$ cat config.mk
export PLATFORM = sky130hd
export DESIGN_NAME = spi_frame_master
export DESIGN_NICKNAME = d
export VERILOG_FILES = /design/src/rtl/spi_frame_pkg.sv /design/src/rtl/spi_frame_ctrl.sv /design/src/rtl/spi_frame_datapath.sv /design/src/rtl/spi_frame_master.sv
export SDC_FILE = /design/constraint.sdc
export NUM_CORES = 1
export LEC_CHECK = 0
export BUFFER_PORTS_ARGS = -buffer_cell sky130_fd_sc_hd__buf_4
export CAP_MARGIN = 20
export CORE_MARGIN = 4
export CORE_UTILIZATION = 40
export DETAILED_ROUTE_END_ITERATION = 8
export PLACE_DENSITY = 0.63
export SLEW_MARGIN = 40
export SYNTH_ARGS = -nofsm -noshare
export SYNTH_HDL_FRONTEND = slang
export SYNTH_HIERARCHICAL = 1
export SYNTH_SLANG_ARGS = --single-unit
$ cat constraint.sdc
create_clock -name clk -period 4.35 [get_ports clk]
set_input_delay 0 -clock clk [delete_from_list [all_inputs] [get_ports clk]]
set_output_delay 0 -clock clk [all_outputs]
set_load 0.03 [all_outputs]
$ cat src/rtl/spi_frame_pkg.sv
package spi_frame_pkg;
  localparam int CTRL_W  = 16;
  localparam int WORD_W  = 16;
  localparam int PRE_W   = 8;
  localparam int LEN_W   = 4;
  localparam int SCR_LSB = 8;
  localparam int SCR_W   = CTRL_W - SCR_LSB;
  localparam int HALF_W  = PRE_W + SCR_W;
  localparam int TICK_W  = LEN_W + 2;
  localparam int MIN_LEN_CODE = 3;

  typedef struct packed {
    logic load;
    logic shiftOut;
    logic sampleIn;
    logic finish;
  } dpStrobe_t;
endpackage

$ cat src/rtl/spi_frame_ctrl.sv
module spi_frame_ctrl
  import spi_frame_pkg::*;
(
  input  logic              clk,
  input  logic              rstN,
  input  logic              start,
  input  logic [CTRL_W-1:0] ctrlWord,
  input  logic [PRE_W-1:0]  prescale,
  output dpStrobe_t         strobe,
  output logic [LEN_W-1:0]  lenM1,
  output logic              busy,
  output logic              done,
  output logic              sck,
  output logic              ssN
);
  logic [HALF_W-1:0] halfQ, halfNext, timer;
  logic [TICK_W-1:0] tickNum, nextTick, lastTick, edgeNum;
  logic [PRE_W-1:0]  preHalf;
  logic              cphaQ, sckQ, okToStart, tick, isEdge, oddEdge;

  assign preHalf   = prescale >> 1;
  assign halfNext  = HALF_W'((preHalf == '0) ? 1 : preHalf)
                   * (HALF_W'(ctrlWord[CTRL_W-1:SCR_LSB]) + HALF_W'(1));
  assign okToStart = start && !busy
                   && (ctrlWord[LEN_W-1:0] >= LEN_W'(MIN_LEN_CODE))
                   && (ctrlWord[5:4] == 2'b00);

  assign tick     = busy && (timer == halfQ - HALF_W'(1));
  assign nextTick = tickNum + TICK_W'(1);
  assign lastTick = TICK_W'({lenM1, 1'b0}) + TICK_W'(4);
  assign edgeNum  = nextTick - TICK_W'(1);
  assign oddEdge  = edgeNum[0];
  assign isEdge   = tick && (nextTick >= TICK_W'(2)) && (nextTick < lastTick);

  always_comb begin
    strobe.load     = okToStart;
    strobe.finish   = tick && (nextTick == lastTick);
    strobe.sampleIn = isEdge && (cphaQ ? !oddEdge : oddEdge);
    strobe.shiftOut = isEdge && (cphaQ ? (oddEdge && edgeNum != TICK_W'(1)) : !oddEdge);
  end

  always_ff @(posedge clk or negedge rstN) begin
    if (!rstN) begin
      busy    <= 1'b0;
      done    <= 1'b0;
      ssN     <= 1'b1;
      sckQ    <= 1'b0;
      cphaQ   <= 1'b0;
      lenM1   <= '0;
      halfQ   <= HALF_W'(1);
      timer   <= '0;
      tickNum <= '0;
    end else begin
      done <= 1'b0;
      if (okToStart) begin
        busy    <= 1'b1;
        ssN     <= 1'b0;
        timer   <= '0;
        tickNum <= '0;
        halfQ   <= halfNext;
        lenM1   <= ctrlWord[LEN_W-1:0];
        cphaQ   <= ctrlWord[7];
        sckQ    <= ctrlWord[6];
      end else if (busy) begin
        if (tick) begin
          timer   <= '0;
          tickNum <= nextTick;
          if (strobe.finish) begin
            busy <= 1'b0;
            ssN  <= 1'b1;
            done <= 1'b1;
          end else if (isEdge) begin
            sckQ <= ~sckQ;
          end
        end else begin
          timer <= timer + HALF_W'(1);
        end
      end
    end
  end

  assign sck = busy ? sckQ : ctrlWord[6];
endmodule

$ cat src/rtl/spi_frame_datapath.sv
module spi_frame_datapath
  import spi_frame_pkg::*;
(
  input  logic              clk,
  input  logic              rstN,
  input  dpStrobe_t         strobe,
  input  logic [LEN_W-1:0]  lenM1,
  input  logic              busy,
  input  logic [WORD_W-1:0] txWord,
  input  logic              miso,
  output logic              mosi,
  output logic [WORD_W-1:0] rxWord
);
  logic [WORD_W-1:0] txShift, rxShift;

  always_ff @(posedge clk or negedge rstN) begin
    if (!rstN) begin
      txShift <= '0;
      rxShift <= '0;
      rxWord  <= '0;
    end else begin
      if (strobe.load) begin
        txShift <= txWord;
        rxShift <= '0;
      end else begin
        if (strobe.shiftOut) txShift <= txShift << 1;
        if (strobe.sampleIn) rxShift <= {rxShift[WORD_W-2:0], miso};
      end
      if (strobe.finish) rxWord <= rxShift;
    end
  end

  assign mosi = busy && txShift[lenM1];
endmodule

$ cat src/rtl/spi_frame_master.sv
module spi_frame_master
  import spi_frame_pkg::*;
(
  input  logic              clk,
  input  logic              rstN,
  input  logic [CTRL_W-1:0] ctrlWord,
  input  logic [PRE_W-1:0]  prescale,
  input  logic [WORD_W-1:0] txWord,
  input  logic              start,
  input  logic              miso,
  output logic              busy,
  output logic              done,
  output logic [WORD_W-1:0] rxWord,
  output logic              sck,
  output logic              mosi,
  output logic              ssN
);
  dpStrobe_t        strobe;
  logic [LEN_W-1:0] lenM1;

  spi_frame_ctrl uCtrl (
    .clk(clk), .rstN(rstN), .start(start), .ctrlWord(ctrlWord),
    .prescale(prescale), .strobe(strobe), .lenM1(lenM1),
    .busy(busy), .done(done), .sck(sck), .ssN(ssN)
  );

  spi_frame_datapath uData (
    .clk(clk), .rstN(rstN), .strobe(strobe), .lenM1(lenM1), .busy(busy),
    .txWord(txWord), .miso(miso), .mosi(mosi), .rxWord(rxWord)
  );
endmodule

Word-level counts from Yosys, hierarchy flattened

Cells that the tools add are included.

Register bits after elaboration: 95
Input bits: 44

Add/subtract/negate cells: 6
Multipliers: 1
Magnitude comparators: 4
Equality and inequality tests: 4
Multiplexer cells: 33
Bitwise logic cells: 1
Reductions and logical operators: 24

Operators with widths:

| cell                                                                                 | number |
|---|---|
| 16-bit 2-to-1 mux                                                                    | 7 |
| 1-bit 2-to-1 mux                                                                     | 21 |
| 6-bit 2-to-1 mux                                                                     | 3 |
| 16-bit by 1-bit adder with 16-bit output (second input constant)                     | 1 |
| 16-bit equality test                                                                 | 1 |
| 16-bit by 16-bit multiplier with 16-bit output                                       | 1 |
| 16-bit by 1-bit subtractor with 16-bit output (second input constant)                | 1 |
| 2-bit nonzero test                                                                   | 6 |
| 1-bit logical AND                                                                    | 11 |
| 8-bit by 1-bit adder with 9-bit output (second input constant)                       | 1 |
| 8-bit zero test                                                                      | 1 |
| 7-bit 2-to-1 mux                                                                     | 1 |
| 5-bit by 3-bit adder with 6-bit output (second input constant)                       | 1 |
| 6-bit by 1-bit adder with 6-bit output (second input constant)                       | 1 |
| 6-bit equality test                                                                  | 1 |
| 6-bit by 2-bit greater-or-equal comparator with 1-bit output (second input constant) | 1 |
| 6-bit < comparator                                                                   | 1 |
| 6-bit by 1-bit != test with 1-bit output (second input constant)                     | 1 |
| 6-bit by 1-bit subtractor with 6-bit output (second input constant)                  | 1 |
| 4-bit by 5-bit < comparator with 1-bit output (second input constant)                | 1 |
| 1-bit binary-select mux with 4-bit select                                            | 1 |
| 4-bit by 2-bit greater-or-equal comparator with 1-bit output (second input constant) | 1 |
| 4-bit AND reduction                                                                  | 1 |
| 3-bit AND reduction                                                                  | 1 |
| 5 further kinds                                                                      | 6 |

Longest topological paths before layout

Word-level depth: 10
Mapped depth: 20
Depth with buffers taken out: 20

By module

Netlist, hierarchy kept.

Modules (own cells, without submodules):

| module             | instances | cells an instance | area each (um^2) |
|---|---|---|---|
| spi_frame_ctrl     | 1         | 641               | 5400.2 |
| spi_frame_datapath | 1         | 171               | 2107.0 |

Worst setup path before layout

No wires, ideal clock.

Path type: input port to flip-flop
Start: in ctrlWord[8]
End: reg uCtrl.halfQ[13]
Arrival time: 4444 ps
Slack: -227 ps
Stages on the path: 18
Buffers on the path: 0
Cell sequence: ha_1 -> nand3_1 -> nor2_1 -> xor2_1 -> and2_1 -> fa_1 -> fa_1 -> fa_1 -> inv_1 -> fa_1 -> inv_1 -> ha_1 -> a21o_1 -> a2111o_1 -> a311o_1 -> a21oi_1 -> xor2_1 -> o21ai_0

Cells in the longest elaborated chain, start to end: 2

Ends and longest elaborated chain:

| item                                           | RTL line              | text |
|---|---|---|
| start, declared                                | spi_frame_master.sv:6 | `input logic [CTRL_W-1:0] ctrlWord,` |
| 8-bit by 1-bit adder with 9-bit output         | spi_frame_ctrl.sv:23  | `* (HALF_W'(ctrlWord[CTRL_W-1:SCR_LSB]) + HALF_W'(1));` |
| 16-bit by 16-bit multiplier with 16-bit output | spi_frame_ctrl.sv:23  |  |
| end signal, assigned                           | spi_frame_ctrl.sv:60  | `halfQ <= halfNext;` |
| end, declared                                  | spi_frame_ctrl.sv:16  | `logic [HALF_W-1:0] halfQ, halfNext, timer;` |

Every way passes these cells.
A chain may end at the register's enable or synchronous reset.

Final worst setup path

Same ends and word-level chain as after synthesis.

==> out/qor.log <==
qor: outcome.run_status finished, final reports clean
qor: drt.via_count 6076
qor: cts.clkTransAtPathRegs 0.08 ns
qor: die.core_area 18210 sq um
qor: place.port_buffers 63
qor: logic_synthesis.dominant_combinational_cell_family_by_area_after_synthesis simple AND/OR/NAND/NOR gates
qor: pwr.power-per-cell-area 535.3 nW/um^2
qor: logic_synthesis.syn_avg_cell_area 9.245 sq um
qor: die.io_pins 65
qor: logic_synthesis.total_of_flip_flops_plus_latches_after_synthesis 95
qor: timing.grt_setup_unrepaired yes
qor: worst_setup_path.timing.critical_path.fanout_max 4
qor: worst_hold_path.worst_hold_path_type in2reg
qor: place.place_congestion 0.7911
qor: drt.final_antenna_net_count 0
qor: timing.setup-tns-final 0 ns
qor: logic_synthesis.synthesis.nets 935
qor: drt.postRouteWirelength 17150 um
qor: global_route.number_of_global_route_vias_before_repair 5967
qor: die.fp.dieH 145.0 um
qor: layout.antennaDiodeCount 0
qor: timing.worst_pin_slew 0.6843 ns
qor: place.postPlaceCellArea 8516 sq um
qor: logic_synthesis.main_flop_type_after_synthesis dfrtp_1
qor: pwr.power_leakage 4.255 nW
qor: global_route.globalRouteTotalUtil 16.57%
qor: global_route.number_of_antenna_violations_at_the_first_check_in_global_routing 0
qor: drt.route.detailed.wl_per_inst 14.90 um
qor: logic_synthesis.ys_seq_area_share 31.70%
qor: timing.layout_worst_path_cycle_share 96.12%
qor: timing.finalSetupViolCount 0
qor: layout.mostFrequentLayoutCell nand2_1
qor: logic_synthesis.syn_warnings 6
qor: die.fp-row-count 49
qor: pwr.peakVddDrop 0.2938 mV
qor: timing.max-slew-margin-rel 54.33%
qor: logic_synthesis.post_synth_instance_area 7507 sq um
qor: worst_setup_path.cp-start-kind primary input
qor: cts.skew_pair_late_insertion_delay 0.35 ns
qor: place.hpwl 12850 um
qor: worst_setup_path.critPathKind in2reg
qor: timing.finalMaxSlewViolations 0
qor: layout.final_layout_size_suffix_gt1_share 18.87%
qor: drt.drt-pass1-iter-count 5
qor: layout.synthToLayoutAreaGrowth 21.72%
qor: cts.tritoncts_num_sinks 95
qor: drt.drt-vias-per-instance 5.279
qor: worst_setup_path.cp.required 4.57 ns
qor: die.floorplan.initialDensity 41.23%
qor: timing.layout_min_cycle_time 4.181 ns
qor: drt.drcViolationCount 0
qor: cts.clock_tree.htree_level_count 3
qor: cts.cts.path.max_buffers 2
qor: global_route.first_pass_grt_wire_length 29540 um
qor: flow_run.max_cap_violations 0
qor: layout.mostFrequentLayoutCells nand2_1 (112), buf_4 (106), dfrtp_1 (93)
qor: logic_synthesis.yosys.area_share.simple 21.87%
qor: worst_setup_path.arrival_worst_endpoint 4.40 ns
qor: logic_synthesis.synthesis.instances 812
qor: drt.drt_iter0_markers 337
qor: die.chipWidth 145.0 um
qor: logic_synthesis.post_synth_xor_area_fraction 4.900%
qor: cts.cts_tree built
qor: timing.max_clock_freq 0.2392 GHz
qor: logic_synthesis.synth-edff-count 0
qor: layout.final_area 9138 sq um
qor: timing.hold_viol_final 0
qor: logic_synthesis.synth.distinct_cells 80
qor: logic_synthesis.ys_async_sr_fraction 100.0%
qor: cts.ctsRootBufferMaster clkbuf_16
qor: logic_synthesis.synth_compound_gate_area_share 11.87%
qor: timing.fin_worst_skew 0.01019 ns
qor: die.design.die.area 21020 sq um
qor: cts.cts_made_buffers 9
qor: global_route.global_route.overflow_total 0
qor: logic_synthesis.post_synth_adder_cell_area 16.57%
qor: layout.finalNetCount 1040
qor: logic_synthesis.synth.mux.area_fraction 7.967%
qor: global_route.grt_start_max_net_pins 73
qor: worst_setup_path.worstSetupEndpointType register
worst max-delay path, cell delays in order:
cell	delay, ns
buf_4	0.11
ha_4	0.15
nand3_4	0.08
nor2_4	0.11
xor2_2	0.22
and2_4	0.19
fa_1	0.43
fa_1	0.49
fa_1	0.51
inv_1	0.06
fa_1	0.53
inv_1	0.04
ha_2	0.18
a21o_1	0.19
a2111o_1	0.37
a311o_1	0.37
a21oi_2	0.14
xor2_1	0.15
o21ai_1	0.09
metrics by stage:
stage | hold slack [ns] | util, % | std cells | setup slack, ns | power [mW]
after floorplan | -0.2956 | - | 812 | -0.02763 | 3.279
after global placement | 0.1966 | 46.73 | 1108 | -0.1265 | 3.988
after detailed placement | 0.06249 | 46.77 | 1108 | -0.2175 | 4.040
after CTS | 0.1655 | 49.96 | 1150 | 0.1590 | 4.901
after global routing | 0.2275 | 50.18 | 1151 | -0.05376 | 5.337
final | 0.1813 | 50.18 | 1151 | 0.1688 | 4.892
logic make-up (layout without fill, tap and decap cells):
kind of cell | count (synthesis) | count (layout)
xor+xnor | 42 | 42
compound gates | 130 | 130
fa+ha+maj | 79 | 79
buf+inv | 95 | 205
flops | 95 | 95
simple gates | 316 | 316
mux | 55 | 55
path summary, 6_finish.rpt:
path | from | to | slack [ns] | cells after the start
worst max-delay path | ctrlWord[8] | uCtrl/halfQ[13]$_DFFE_PN0P_ | 0.17 | 19
min in group asynchronous | rstN | uData/rxWord[3]$_DFFE_PN0P_ | 0.23 | 2
max in group asynchronous | rstN | uCtrl/ssN$_DFFE_PN1P_ | 3.25 | 3
worst min-delay path | ctrlWord[5] | uCtrl/tickNum[0]$_DFFE_PN0P_ | 0.18 | 5
worst min register to register | uCtrl/ssN$_DFFE_PN1P_ | uCtrl/ssN$_DFFE_PN1P_ | 0.49 | 2
worst max register to register | uCtrl/halfQ[1]$_DFFE_PN0P_ | uData/txShift[9]$_DFFE_PN0P_ | 0.60 | 12
power by group:
group | switching, mW | internal [mW] | leakage, nW | total, mW
Combinational | 1.29 | 1.18 | 2.87 | 2.47
Sequential | 0.434 | 1.16 | 1.23 | 1.60
Clock | 0.405 | 0.418 | 0.155 | 0.823
Total | 2.13 | 2.76 | 4.26 | 4.89
per-layer routing:
metal	wire length (um)	GRT usage, %	part of all wire [%]
met5	0	0	0
met1	8234	23.39	48
met3	377	1.933	2.2
met2	8279	27.28	48
met4	256	4.418	1.5
final cells by class:
type,instances,area (sq um)
Clock inverter,7,96.34
Inverter,56,210.2
Clock buffer,9,225.2
Multi-Input combinational cell,622,4872
Timing Repair Buffer,133,1067
Sequential cell,95,2380
Fill cell,1711,9071
Tap cell,229,286.5
registers in the layout, indices dropped and copies added, names as in the netlist:
| register | flops |
|---|---|
| uCtrl/sckQ | 1 |
| uCtrl/timer | 16 |
| uData/txShift | 16 |
| uCtrl/tickNum | 6 |
| uCtrl/busy | 1 |
| uCtrl/ssN | 1 |
| uCtrl/lenM1 | 4 |
| uData/rxWord | 16 |
| uData/rxShift | 16 |
| uCtrl/done | 1 |
| uCtrl/halfQ | 16 |
| uCtrl/cphaQ | 1 |
cell usage after synthesis (all sizes together) (5+ instances only):
cell	count	area share, %
clkbuf	28	1.4
nand3	26	1.7
or4	5	0.55
dfrtp	93	31
a21o	7	0.70
a21oi	12	0.80
buf	11	0.93
ha	45	7.5
o2111ai	8	0.93
o21ai	48	3.2
nor4	10	1.1
o211ai	7	0.77
o22ai	5	0.42
fa	34	9.1
inv	55	2.8
nand2	112	5.6
xnor2	18	2.1
nor2b	17	1.4
nor3b	11	1.1
nand2b	9	0.75
nor2	45	2.2
xor2	24	2.8
or3	9	0.83
mux2i	35	4.7
a31oi	7	0.58
mux2	18	2.7
and3	13	1.1
nor3	12	0.87
o31ai	5	0.57
and2	27	2.2
timing repair:
item                       4_1_cts  5_1_grt
hold buffers                    26        0
buffers inserted                 0        1
gates resized for setup          0        5
hold endpoints to repair        93        0
setup endpoints to repair        0        6
Note: power is estimated with default switching activity, not from simulation.
